==> config.mk <==
export PLATFORM = sky130hd
export DESIGN_NAME = quad_window_irq
export DESIGN_NICKNAME = d
export VERILOG_FILES = /design/src/rtl/qwin_pkg.sv /design/src/rtl/qwin_chan.sv /design/src/rtl/qwin_flags.sv /design/src/rtl/qwin_readback.sv /design/src/rtl/quad_window_irq.sv
export SDC_FILE = /design/constraint.sdc
export NUM_CORES = 1
export LEC_CHECK = 0
export BUFFER_PORTS_ARGS = -buffer_cell sky130_fd_sc_hd__buf_2
export CAP_MARGIN = 20
export CORE_MARGIN = 2
export CORE_UTILIZATION = 46
export DETAILED_ROUTE_END_ITERATION = 8
export GPL_ROUTABILITY_DRIVEN = 0
export PLACE_DENSITY = 0.79
export SYNTH_ARGS = -nofsm -noshare
export SYNTH_HDL_FRONTEND = slang
export SYNTH_SLANG_ARGS = --single-unit
==> constraint.sdc <==
create_clock -name clk -period 1.52 [get_ports clk]
set_input_delay 0.38 -clock clk [delete_from_list [all_inputs] [get_ports clk]]
set_output_delay 0.38 -clock clk [all_outputs]
set_load 0.02 [all_outputs]
==> src/rtl/qwin_pkg.sv <==
package qwin_pkg;
  // One channel's excursion pair; packed so {hi,lo} maps onto status bits {2k+1,2k}.
  typedef struct packed {
    logic hi;
    logic lo;
  } win_evt_t;
endpackage

==> src/rtl/qwin_chan.sv <==
module qwin_chan
  import qwin_pkg::*;
#(
  parameter int DW = 10
) (
  input  logic          clk,
  input  logic          rst_n,
  input  logic          valid,
  input  logic [DW-1:0] data,
  input  logic [DW-1:0] hi_lim,
  input  logic [DW-1:0] lo_lim,
  output win_evt_t      evt,
  output logic [DW-1:0] sample_q
);
  // Excursions are only meaningful on a valid edge.
  always_comb begin
    evt.hi = valid && (data > hi_lim);
    evt.lo = valid && (data < lo_lim);
  end

  always_ff @(posedge clk or negedge rst_n) begin
    if (!rst_n)     sample_q <= '0;
    else if (valid) sample_q <= data;
  end
endmodule

==> src/rtl/qwin_flags.sv <==
module qwin_flags #(
  parameter int NCH = 4,
  localparam int FW = 2 * NCH
) (
  input  logic          clk,
  input  logic          rst_n,
  input  logic [FW-1:0] evt_vec,
  input  logic [FW-1:0] lim_nz,
  input  logic          rd_clr,
  output logic [FW-1:0] flags,
  output logic          irq
);
  logic [FW-1:0] kept;

  // A read wipes the old byte; same-edge events are OR-ed in afterwards.
  assign kept = rd_clr ? '0 : flags;

  always_ff @(posedge clk or negedge rst_n) begin
    if (!rst_n) flags <= '0;
    else        flags <= kept | evt_vec;
  end

  assign irq = |(flags & lim_nz);
endmodule

==> src/rtl/qwin_readback.sv <==
module qwin_readback #(
  parameter int NCH  = 4,
  parameter int DW   = 10,
  localparam int SELW = (NCH > 1) ? $clog2(NCH) : 1
) (
  input  logic [NCH*DW-1:0] samples,
  input  logic [SELW-1:0]   sel,
  output logic [7:0]        lo_byte,
  output logic [7:0]        hi_byte
);
  logic [DW-1:0] picked;
  logic [15:0]   wide;

  always_comb begin
    picked = '0;
    for (int k = 0; k < NCH; k++)
      if (sel == SELW'(k)) picked = samples[k*DW +: DW];
  end

  // Zero-extend to two bytes so unused upper bits read as 0.
  assign wide    = 16'(picked);
  assign lo_byte = wide[7:0];
  assign hi_byte = wide[15:8];
endmodule

==> src/rtl/quad_window_irq.sv <==
module quad_window_irq
  import qwin_pkg::*;
#(
  parameter int NCH = 4,
  parameter int DW  = 10,
  localparam int SELW = (NCH > 1) ? $clog2(NCH) : 1,
  localparam int FW   = 2 * NCH
) (
  input  logic              clk,
  input  logic              rst_n,
  input  logic [NCH-1:0]    sample_valid,
  input  logic [NCH*DW-1:0] sample_data,
  input  logic [NCH*DW-1:0] hi_ref,
  input  logic [NCH*DW-1:0] lo_ref,
  input  logic              flag_rd,
  input  logic [SELW-1:0]   rd_chan,
  output logic [FW-1:0]     flags_o,
  output logic              irq_o,
  output logic [7:0]        data_lo_o,
  output logic [7:0]        data_hi_o
);
  logic [FW-1:0]     evt_vec;
  logic [FW-1:0]     lim_nz;
  logic [NCH*DW-1:0] samples;

  for (genvar k = 0; k < NCH; k++) begin : g_ch
    win_evt_t e;

    qwin_chan #(.DW(DW)) u_chan (
      .clk      (clk),
      .rst_n    (rst_n),
      .valid    (sample_valid[k]),
      .data     (sample_data[k*DW +: DW]),
      .hi_lim   (hi_ref[k*DW +: DW]),
      .lo_lim   (lo_ref[k*DW +: DW]),
      .evt      (e),
      .sample_q (samples[k*DW +: DW])
    );

    assign evt_vec[2*k +: 2] = e;
    assign lim_nz[2*k+1]     = |hi_ref[k*DW +: DW];
    assign lim_nz[2*k]       = |lo_ref[k*DW +: DW];
  end

  qwin_flags #(.NCH(NCH)) u_flags (
    .clk     (clk),
    .rst_n   (rst_n),
    .evt_vec (evt_vec),
    .lim_nz  (lim_nz),
    .rd_clr  (flag_rd),
    .flags   (flags_o),
    .irq     (irq_o)
  );

  qwin_readback #(.NCH(NCH), .DW(DW)) u_rb (
    .samples (samples),
    .sel     (rd_chan),
    .lo_byte (data_lo_o),
    .hi_byte (data_hi_o)
  );
endmodule

==> flow_summary.yaml <==
status:
  status: "finished, violations left"
  violations: "setup timing"
timing:
  setup_slack_ps: -559.3
  post-route-period-util_pct: 136.8
  hold_viol_final: 0
  fin_crit_ps: 2079
  rsz0062_at_grt: "true"
  setup_viol_count_final: 11
  hold_slack_ps: 49.50
  fin_tns_setup_ps: -2673
  slew_violations: 0
  fmax_mhz: 480.9
  fin_skew_ps: 0
clocking:
  clockRootBuffer: "clkbuf_8"
  cts_buffers: 5
  clock_latency_ps: 300
  cts_sinks: 48
  clk_pin_slew_worst_paths_ps: 80
  htree_levels: 2
  cts.path.max_buffers: 2
  cts_tree: "yes"
cells_and_area:
  nets: 857
  n_antenna_cell: 0
  multi_input_area_sq_um: 2691
  finalNonFillerCells: 761
  drive_gt1_share_pct: 48.24
  fin_util_pct: 69.64
  nFillCells: 678
  syn_to_final_growth_pct: 47.39
  ff_latch_area_sq_um: 1201
routing:
  routed_via_density: 5.273
  routed_wl_microns: 12130
  drcViolationCount: 0
  wl_per_cell_microns: 15.94
  drt_iter0_drc: 121
  vias: 4013
  ant_nets: 0
  drt_pass1_iterations: 4
global_routing:
  antenna_found_initial: 1
  track_usage_pct: 24.97
  grt_pass1_vias: 4272
  gr-total-overflow: 0
  grt_pass1_wl_microns: 19430
  grt_start_max_net_pins: 49
synth:
  seq_area_frac_synth_pct: 29.30
  synth_top_area_share_pct: 29.30
  netlist_area_sq_um: 4100
  synthCells: 414
  synth_cell_type_count: 30
  ys_seq_elements: 48
  avgSynthCellArea_sq_um: 9.904
  synth_area_leaders: "dfrtp_1 (29%), ha_1 (23%), mux2_2 (11%)"
  yosysWarningCount: 0
  synth_area_leader_cell: "dfrtp_1"
floorplan:
  rows: 34
  die_w_microns: 98.41
  die_area_sq_um: 9685
  start_util_pct: 47.25
  coreArea_sq_um: 8678
  fp.dieH_microns: 98.41
  io_pins: 154
pwr:
  p_switching_w: 0.001261
  internal-power_w: 0.002783
  vdd_drop_max_v: 0.0003823
  leakagePower_nw: 3.299
  p_comb_share_pct: 38.9
  seqPwrFrac_pct: 37.2
  pwr_density_cell_nw_per_um2: 669.1
  power_switching_share_pct: 31.18
  power_frac_clock_pct: 23.9
worst_setup_path:
  cp_max_fo: 2
  cp.arrival_ps: 1700
  critPathRequiredTime_ps: 1140
  crit_path_end_kind: "output port"
  worstSetupPathType: "in2out"
  start_kind: "input pin"
job:
  drv_cap: 0
worst_hold_path:
  min_path_type: "in2async"
placement:
  dp.cells: 742
  port_buffers: 147
  place_hpwl_microns: 10160
-- cells in the mapped netlist --
library cell	number
nor4_1	17
nand2_1	11
buf_2	5
mux4_2	10
o2111ai_1	1
conb_1	1
a31oi_1	3
ha_1	76
a2111oi_0	4
clkbuf_1	1
nand3b_1	3
inv_1	87
a21boi_0	1
a211oi_1	4
nand2b_1	5
o31ai_1	4
o21ai_0	5
nand4_1	12
nand3_1	5
nor3_1	4
a21oi_1	24
dfrtp_1	48
buf_4	6
a41oi_1	7
o22ai_1	7
nor2b_1	4
mux2_2	40
a2111oi_1	1
buf_1	1
a21o_1	17
-- through the flow --
step                      setup slack (ps)  power [W]  instance area, sq um
after CTS                           -541.1   0.004036                  5977
after floorplan                     -148.9   0.002236                  4185
after global routing                -651.7   0.004275                  6043
final                               -559.3   0.004044                  6043
after global placement              -711.6   0.002872                  5605
after detailed placement            -684.3   0.002941                  5605
-- routing by layer --
metal,vias to the layer above,routed length [microns],GRT usage (%)
met3,31,716,4.326
met5,-,13,0
met1,1871,5017,30.36
met4,2,310,6.849
met2,139,6076,45.58
li1,1970,-,-
-- cells in the final DEF (no fill, tap or decap), types with 5 or more instances in the layout --
cell | Yosys | routed
a21o_1 | 17 | 17
o21ai_0 | 5 | 5
nor4_4 | 0 | 7
a21oi_1 | 24 | 24
inv_1 | 87 | 87
buf_2 | 5 | 129
nand4_1 | 12 | 12
o22ai_1 | 7 | 7
buf_4 | 6 | 90
a2111oi_2 | 0 | 5
clkbuf_8 | 0 | 6
buf_6 | 0 | 17
nor4_1 | 17 | 8
ha_1 | 76 | 76
dfrtp_1 | 48 | 48
nand3_1 | 5 | 5
mux2_2 | 40 | 40
mux4_2 | 10 | 10
nand2_1 | 11 | 10
nand2b_1 | 5 | 5
conb_1 | 1 | 6
-- worst paths after layout --
| path | from | end | slack (ps) | depth (start not counted) |
|---|---|---|---|---|
| setup reg to reg | g_ch[3].u_chan.sample_q[1]$_DFFE_PN0P_ | g_ch[3].u_chan.sample_q[1]$_DFFE_PN0P_ | 500 | 3 |
| hold reg to reg | g_ch[1].u_chan.sample_q[6]$_DFFE_PN0P_ | g_ch[1].u_chan.sample_q[6]$_DFFE_PN0P_ | 510 | 1 |
| min in group clk | sample_data[10] | g_ch[1].u_chan.sample_q[0]$_DFFE_PN0P_ | 340 | 2 |
| max in group asynchronous | rst_n | g_ch[3].u_chan.sample_q[8]$_DFFE_PN0P_ | 1240 | 2 |
| hold / removal | rst_n | u_flags.flags[3]$_DFF_PN0_ | 50 | 2 |
| setup / recovery | hi_ref[12] | irq_o | -560 | 7 |
-- power by group through the flow --
| stage | Sequential, W | Combinational (W) | Clock [W] |
|---|---|---|---|
| global route | 0.00152 | 0.00172 | 0.00104 |
| finish | 0.00150 | 0.00157 | 0.000968 |
| global placement | 0.00152 | 0.00135 | 0 |
| detailed placement | 0.00153 | 0.00141 | 0 |
| floorplan | 0.00152 | 0.000713 | 0 |
| CTS | 0.00150 | 0.00154 | 0.000995 |
-- repair_timing --
action / 4_1_cts / 5_1_grt
resized for setup: 43 / 8
endpoints found under the setup margin: 11 / 11
setup buffers: 7 / 4
hold buffers: 0 / 0
pin swaps: 8 / 8
-- area by class of cell --
type	count	share of cell area (%)
clock buffer	6	1.366
clock inverter	2	0.6418
inverter	87	5.404
multi-input combinational	271	44.53
sequential	48	19.88
tap	108	2.236
timing repair buffer	239	25.94
-- state kept, by name, summed over array words and instances (netlist names) --
name                  count
g_ch.u_chan.sample_q     40
u_flags.flags             8
-- cell families after synthesis --
kind of cell / count (synthesis) / share of synthesized area [%]
AO/OA/AOI/OAI: 78 / 12.63
adder cells (fa/ha/maj): 76 / 23.19
buffers and inverters: 100 / 9.856
flip-flops: 48 / 29.30
multiplexers: 50 / 16.48
other: 1 / 0.09146
AND/OR/NAND/NOR: 61 / 8.453
-- worst max-delay path: stages --
cell and delay (ps):
buf_6 100, nor4_4 290, a41oi_2 190, a2111oi_2 350
buf_4 190, nand2_4 50, buf_6 140
No activity file was read; power rests on OpenSTA's default activity.
